--- src/rtl/adc_seq_ctrl.sv ---
module adc_seq_ctrl #(
  parameter int RES_W = 16,
  parameter int REF_W = 2,
  parameter int DEC_W = 2
) (
  input  logic             clk,
  input  logic             rst_n,
  input  logic [3:0]       cfg_last_ch,
  input  logic [REF_W-1:0] cfg_ref,
  input  logic [DEC_W-1:0] cfg_dec,
  input  logic [7:0]       pin_en,
  input  logic [1:0]       start_sel,
  input  logic             sw_start_set,
  input  logic             ext_pin,
  input  logic             tmr_evt,
  input  logic             xtra_wr,
  input  logic [3:0]       xtra_ch,
  input  logic [REF_W-1:0] xtra_ref,
  input  logic [DEC_W-1:0] xtra_dec,
  input  logic             rd_hi,
  input  logic             conv_done,
  input  logic [RES_W-1:0] conv_data,
  output logic             conv_start,
  output logic [3:0]       conv_ch,
  output logic [REF_W-1:0] conv_ref,
  output logic [DEC_W-1:0] conv_dec,
  output logic             res_valid,
  output logic [3:0]       res_ch,
  output logic [RES_W-1:0] res_data,
  output logic             eoc,
  output logic             sw_start,
  output logic             seq_done,
  output logic             busy
);

  typedef enum logic [1:0] {S_IDLE, S_SEQ, S_XTRA} st_t;

  st_t              st;
  logic [3:0]       cur, last;
  logic             ext_q;
  logic             xp;
  logic [3:0]       xch;
  logic [REF_W-1:0] xref;
  logic [DEC_W-1:0] xdec;
  logic             trig;

  function automatic logic ch_ok(input logic [3:0] ch, input logic [7:0] m);
    if (!ch[3])        return m[ch[2:0]];
    else if (!ch[2])   return m[{ch[1:0], 1'b0}] & m[{ch[1:0], 1'b1}];
    else               return 1'b1;
  endfunction

  function automatic logic [4:0] find(input logic [4:0] lo, input logic [3:0] hi,
                                      input logic [7:0] m);
    logic [4:0] r;
    r = '0;
    for (int i = 15; i >= 0; i--)
      if (5'(i) >= lo && 4'(i) <= hi && ch_ok(4'(i), m)) r = {1'b1, 4'(i)};
    return r;
  endfunction

  wire ext_rise = ext_pin & ~ext_q;

  always_comb
    case (start_sel)
      2'b00:   trig = ext_rise;
      2'b01:   trig = seq_done;
      2'b10:   trig = tmr_evt;
      default: trig = sw_start_set;
    endcase

  wire [3:0] lo0 = (cfg_last_ch < 4'd8)  ? 4'd0 :
                   (cfg_last_ch <= 4'd12) ? 4'd8 : cfg_last_ch;
  wire [4:0] f_start = find({1'b0, lo0}, cfg_last_ch, pin_en);
  wire [4:0] f_next  = find({1'b0, cur} + 5'd1, last, pin_en);

  wire done_seq  = (st == S_SEQ) && conv_done;
  wire done_any  = (st != S_IDLE) && conv_done;
  wire start_seq = (st == S_IDLE) && !xp && trig;
  wire seq_end   = (start_seq && !f_start[4]) || (done_seq && !f_next[4]);
  wire go_x      = xp && ((st == S_IDLE) || seq_end);

  assign busy = (st != S_IDLE);

  always_ff @(posedge clk or negedge rst_n) begin
    if (!rst_n) begin
      st         <= S_IDLE;
      cur        <= '0;
      last       <= '0;
      ext_q      <= 1'b0;
      xp         <= 1'b0;
      xch        <= '0;
      xref       <= '0;
      xdec       <= '0;
      conv_start <= 1'b0;
      conv_ch    <= '0;
      conv_ref   <= '0;
      conv_dec   <= '0;
      res_valid  <= 1'b0;
      res_ch     <= '0;
      res_data   <= '0;
      eoc        <= 1'b0;
      sw_start   <= 1'b0;
      seq_done   <= 1'b0;
    end else begin
      ext_q      <= ext_pin;
      conv_start <= 1'b0;
      res_valid  <= 1'b0;
      seq_done   <= 1'b0;

      if (xtra_wr) begin
        xp   <= 1'b1;
        xch  <= xtra_ch;
        xref <= xtra_ref;
        xdec <= xtra_dec;
      end else if (go_x) begin
        xp <= 1'b0;
      end

      if (done_any) begin
        res_valid <= 1'b1;
        res_ch    <= conv_ch;
        res_data  <= conv_data;
        eoc       <= 1'b1;
      end else if (rd_hi) begin
        eoc <= 1'b0;
      end

      if (seq_end) begin
        seq_done <= 1'b1;
        sw_start <= 1'b0;
      end

      if (go_x) begin
        conv_start <= 1'b1;
        conv_ch    <= xch;
        conv_ref   <= xref;
        conv_dec   <= xdec;
        st         <= S_XTRA;
      end else if (start_seq && f_start[4]) begin
        conv_start <= 1'b1;
        conv_ch    <= f_start[3:0];
        conv_ref   <= cfg_ref;
        conv_dec   <= cfg_dec;
        cur        <= f_start[3:0];
        last       <= cfg_last_ch;
        sw_start   <= (start_sel == 2'b11);
        st         <= S_SEQ;
      end else if (done_seq && f_next[4]) begin
        conv_start <= 1'b1;
        conv_ch    <= f_next[3:0];
        conv_ref   <= cfg_ref;
        conv_dec   <= cfg_dec;
        cur        <= f_next[3:0];
      end else if (seq_end || ((st == S_XTRA) && conv_done)) begin
        st <= S_IDLE;
      end
    end
  end

endmodule

--- config.mk ---
export PLATFORM = sky130hd
export DESIGN_NAME = adc_seq_ctrl
export DESIGN_NICKNAME = d
export VERILOG_FILES = /design/src/rtl/adc_seq_ctrl.sv
export SDC_FILE = /design/constraint.sdc
export NUM_CORES = 1
export LEC_CHECK = 0
export BUFFER_PORTS_ARGS = -buffer_cell sky130_fd_sc_hd__buf_2
export CAP_MARGIN = 0
export CORE_ASPECT_RATIO = 0.75
export CORE_MARGIN = 2
export CORE_UTILIZATION = 51
export CTS_BUF_LIST = sky130_fd_sc_hd__clkbuf_16
export DETAILED_ROUTE_END_ITERATION = 10
export GPL_ROUTABILITY_DRIVEN = 0
export GPL_TIMING_DRIVEN = 1
export PLACE_DENSITY = 0.87
export SLEW_MARGIN = 5
export SYNTH_ARGS = -nofsm -noshare
export SYNTH_HDL_FRONTEND = slang
export SYNTH_SLANG_ARGS = --single-unit
export TNS_END_PERCENT = 50
--- constraint.sdc ---
create_clock -name clk -period 6.5 [get_ports clk]
set_input_delay 1.3 -clock clk [delete_from_list [all_inputs] [get_ports clk]]
set_output_delay 1.3 -clock clk [all_outputs]
set_load 0.005 [all_outputs]
==> flow_results.org <==
** Floorplanning
- Width of the chip :: around 100 um
- Die area :: 7457 um^2
- Core area :: around 6400 um^2
- For this configuration, the core starts out at a cell density of 53.89%.
- From bottom edge to top edge, the die measures 75.29 um.
- Placement row count :: 25
- Number of top-level pins :: 84

** Yosys
- Syn nets :: 413
- Of all cell types, the one taking the most synthesized area is dfrtp_1.
- Counting flops with a built-in enable in the synthesized netlist gives 0.
- dfrtp_1 is the most common cell in the netlist.
- Yosys mapped the design onto 81 distinct sky130hd cell types.
- For this run, the leading register cell type out of synthesis is dfrtp_1.
- Average cell area after synthesis :: roughly 9.6 um^2
- Cell Area, Synth :: 3456 um^2
- Post-synthesis async set-or-reset flop share :: 100.0%
- The synthesized design devotes to its leading area cell type between 30% and 40% of total area.
- For this run, the number of Yosys warnings is 0.
- The synthesized design contains 53 register bits.
- Commonest cells in the netlist :: 53 x dfrtp_1, 34 x nand2_1, 25 x mux2_2, 24 x inv_1, 19 x o21ai_0
- Summing the sequential cell areas from Yosys gives between 30% and 40% of the chip area.
- Biggest area contributors in the synthesized netlist :: dfrtp_1 38%, mux2_2 8.1%, nand2_1 3.7%
- Synthesis produced about 360 cells.

** Timing
- Worst slew margin relative to its limit :: 33.12%
- The number of failing hold endpoints at the final stage was 0.
- Final clock period utilization by the worst path :: between 50% and 60%
- Setup repair after global routing left no endpoint under its margin.
- Fmax :: about 270 MHz
- Final total negative setup slack :: 0 ps
- Setup violations remaining at the end of the flow were counted as 0.
- On the final layout, the worst clock skew is 8.355 ps.
- The routed design could run at a clock period as short as around 3800 ps.
- Slew at the pin closest to its max-slew limit :: around 1000 ps
- The count of final max-slew check failures is 0.

** Placed design
- Detailed placement ended at an HPWL of ~6500 um.
- Input and output buffers added on the ports amount to slightly above 80.

** Clocking
- For this design, the sink count on the clock tree is 53.
- Cts bufs inserted :: 5
- CTS max path bufs :: 2
- Hold Buf Count CTS :: 0
- For the worst-skew pair, the clock arrives at the later sink with an insertion delay of slightly below 300 ps.
- Clock-pin slew reported for the worst setup and hold paths after clock tree synthesis :: ~70 ps
- In this run the number of H-tree levels came out at 2.
- The number of setup buffers added after CTS is 0.
- The tree is rooted in a clkbuf_16.
- After clock tree synthesis, the repair step resized 0 gates.
- TritonCTS clock tree :: built

** Layout
- From synthesis to final layout, the design area changed by 16.33%.
- At the end of the flow, the number of nets in the layout was 479.
- The number of antenna diodes in the final layout is 0.
- Multi-input gate area in the final layout :: ~1900 um^2
- Sequential cell area :: about 1300 um^2
- After filler insertion, the fill cell instance count of the layout stands at between 500 and 600.
- Proportion of layout cells with a drive suffix above 1 :: around 33%

** Min path
- For hold timing, the worst endpoint is conv_dec[1].
- Count of cells along the worst hold path :: 2
- Min-delay worst type :: flop to flop
- In this run the most critical hold path is launched from xdec[1].

** Pwr
- The share of total power dissipated in sequential elements is 34.7%.
- Worst voltage drop across the vdd grid :: 0.1978 mV
- Net switching power :: 0.6867 mW
- Power comes to around 1.7 mW.
- LEAKAGE :: between 1.5 and 2 nW
- Relative contribution of the clock network to total power :: 17.7%
- Combinational cells account for a little under half of the total power.
- In this run the power density over the cells is between 400 and 500 nW/um^2.
- Net switching is approximately two fifths of the power.
- The internal power of the cells totals between 1 and 1.5 mW.

** Setup path
- The worst setup path is captured at a flop.
- Data required time at the worst endpoint :: roughly 6600 ps
- Arrival time at the worst endpoint :: 3910 ps
- Measured in cells, the most critical reg-to-reg path has a length of 8.
- Together, buffers and inverters on the worst path number 1.
- CP max-delay cell :: o32ai_2
- Classification of the worst setup path :: flop to flop
- The worst register-to-register path begins at cur[0].
- In this run the worst path has a maximum fanout of 16.
- The worst setup path is launched from a flop.
- The largest single stage delay on the critical path is around 740 ps.
- Count of cell instances traversed by the critical path :: 8
- Slack of the worst reg-to-reg path :: around 2700 ps
- Endpoint of the worst-slack reg-to-reg timing path :: conv_ch[3]
- Walking the worst path, the cells encountered are inv_1 > ha_1 > or3_1 > o311ai_1 > a31oi_2 > o32ai_2 > nand3b_2 > o221ai_1.
- Dominant delay contributor by cell family on the critical path :: compound AO/OA/AOI/OAI gates

** Routing
- Detail Route Antenna Nets :: 0
- After detailed routing, the number of remaining DRC violations is 0.
- The routed layout has 3,213 vias.
- First drt pass iteration count :: 5
- Wire length per cell :: 17.65 um
- In the routed layout, each cell is associated on average with a via count of 6.337.
- Wirelength, routed :: 8948 um
- For this block, the initial DRC count from the detailed router was 349.

** Status
- Status :: finished clean

** Global route
- The first global-routing pass estimated approximately 14,000 um of wire.
- Maximum number of pins on one net before global-route repair :: 54
- The number of global-route vias before repair was approximately 2,900.
- Global routing usage summed across all routing layers :: between 20% and 30%
- Global route total overflow :: 0
- Initial antenna violation count :: 0

** Job
- Max-cap viol count :: 0
-- power by group through the flow --
stage | logic [mW] | clock network [mW] | registers (mW)
after floorplan | 0.614 | 0 | 0.530
after detailed placement | 0.791 | 0 | 0.587
after global routing | 0.879 | 0.317 | 0.603
after CTS | 0.799 | 0.303 | 0.582
final | 0.805 | 0.298 | 0.585
after global placement | 0.761 | 0 | 0.577
-- stage by stage --
| step | hold slack [ps] | instance area (um^2) | util (%) | std cells | setup slack [ps] |
|---|---|---|---|---|---|
| after floorplan | 451.1 | 3456 | - | 359 | 3222 |
| after global placement | 457.2 | 3852 | 60.08 | 499 | 2993 |
| after detailed placement | 477.2 | 3852 | 60.08 | 499 | 2832 |
| after CTS | 492.8 | 4020 | 62.69 | 507 | 2755 |
| after global routing | 516.5 | 4020 | 62.69 | 507 | 2510 |
| final | 488.7 | 4020 | 62.69 | 507 | 2731 |
-- area by class of cell --
type                            instances  area share, %
Clock buffer                            5          3.112
Clock inverter                          3          1.058
Inverter                               24          2.241
Multi-Input combinational cell        257          47.56
Sequential cell                        53          32.99
Tap cell                               81          2.521
Timing Repair Buffer                   84          10.52
-- routing by layer --
metal | track usage, % | wire (um)
met1 | 32.17 | 3750
met2 | 39.71 | 4376
met3 | 5.596 | 736
met4 | 4.110 | 84
met5 | 0 | 0
-- registers in the layout (all words and copies together), names as in the netlist --
signal / cells
last: 4
conv_ref: 2
res_ch: 4
xdec: 2
xch: 4
eoc: 1
cur: 4
res_valid: 1
st: 2
xp: 1
conv_dec: 2
res_data: 16
ext_q: 1
sw_start: 1
seq_done: 1
conv_ch: 4
xref: 2
conv_start: 1
-- placed cells by master (no fill, tap or decap), types with 3 or more instances in the layout --
cell,count
o21ai_0,19
a22o_1,3
nand2b_1,4
nand2_1,34
buf_2,83
inv_1,25
a21oi_1,9
a21o_1,6
nor2_1,15
mux2_2,25
a31oi_1,3
o311ai_0,3
nand3_1,7
and3_1,5
dfrtp_1,53
a211oi_1,5
nor3_1,10
clkbuf_16,5
and2_1,7
a21boi_0,3
o22ai_1,5
mux2i_1,4
or2_2,5
o221ai_1,11
ha_1,4
-- tightest hold or removal path, cell delays in order, from the launching register on --
cell,delay [ps]
dfrtp_1,340
nand2_1,50
o221ai_1,60
-- worst max path at each step --
stage | start | end | slack, ps
3_5_place_dp | cur[0] | conv_ch[1] | 2830
4_1_cts | cur[0] | conv_ch[3] | 2750
5_1_grt | cur[0] | conv_ch[0] | 2510
3_3_place_gp | cur[0] | conv_ch[1] | 2990
6_report | cur[0] | conv_ch[3] | 2730
2_1_floorplan | cfg_last_ch[1] | conv_ch[2] | 3220
-- cell families (layout without fill, tap and decap cells) --
logic type,Yosys count,after routing,share of synthesized area [%]
muxes,31,31,10.07
AOI/OAI and AO/OA,108,108,25.27
adders and majority gates,5,5,1.738
and+or+nand+nor,111,111,17.74
xor gates and xnor gates,2,2,0.5070
buffers and inverters,49,116,6.300
DFF,53,53,38.38
No activity file was read; power rests on OpenSTA's default activity.
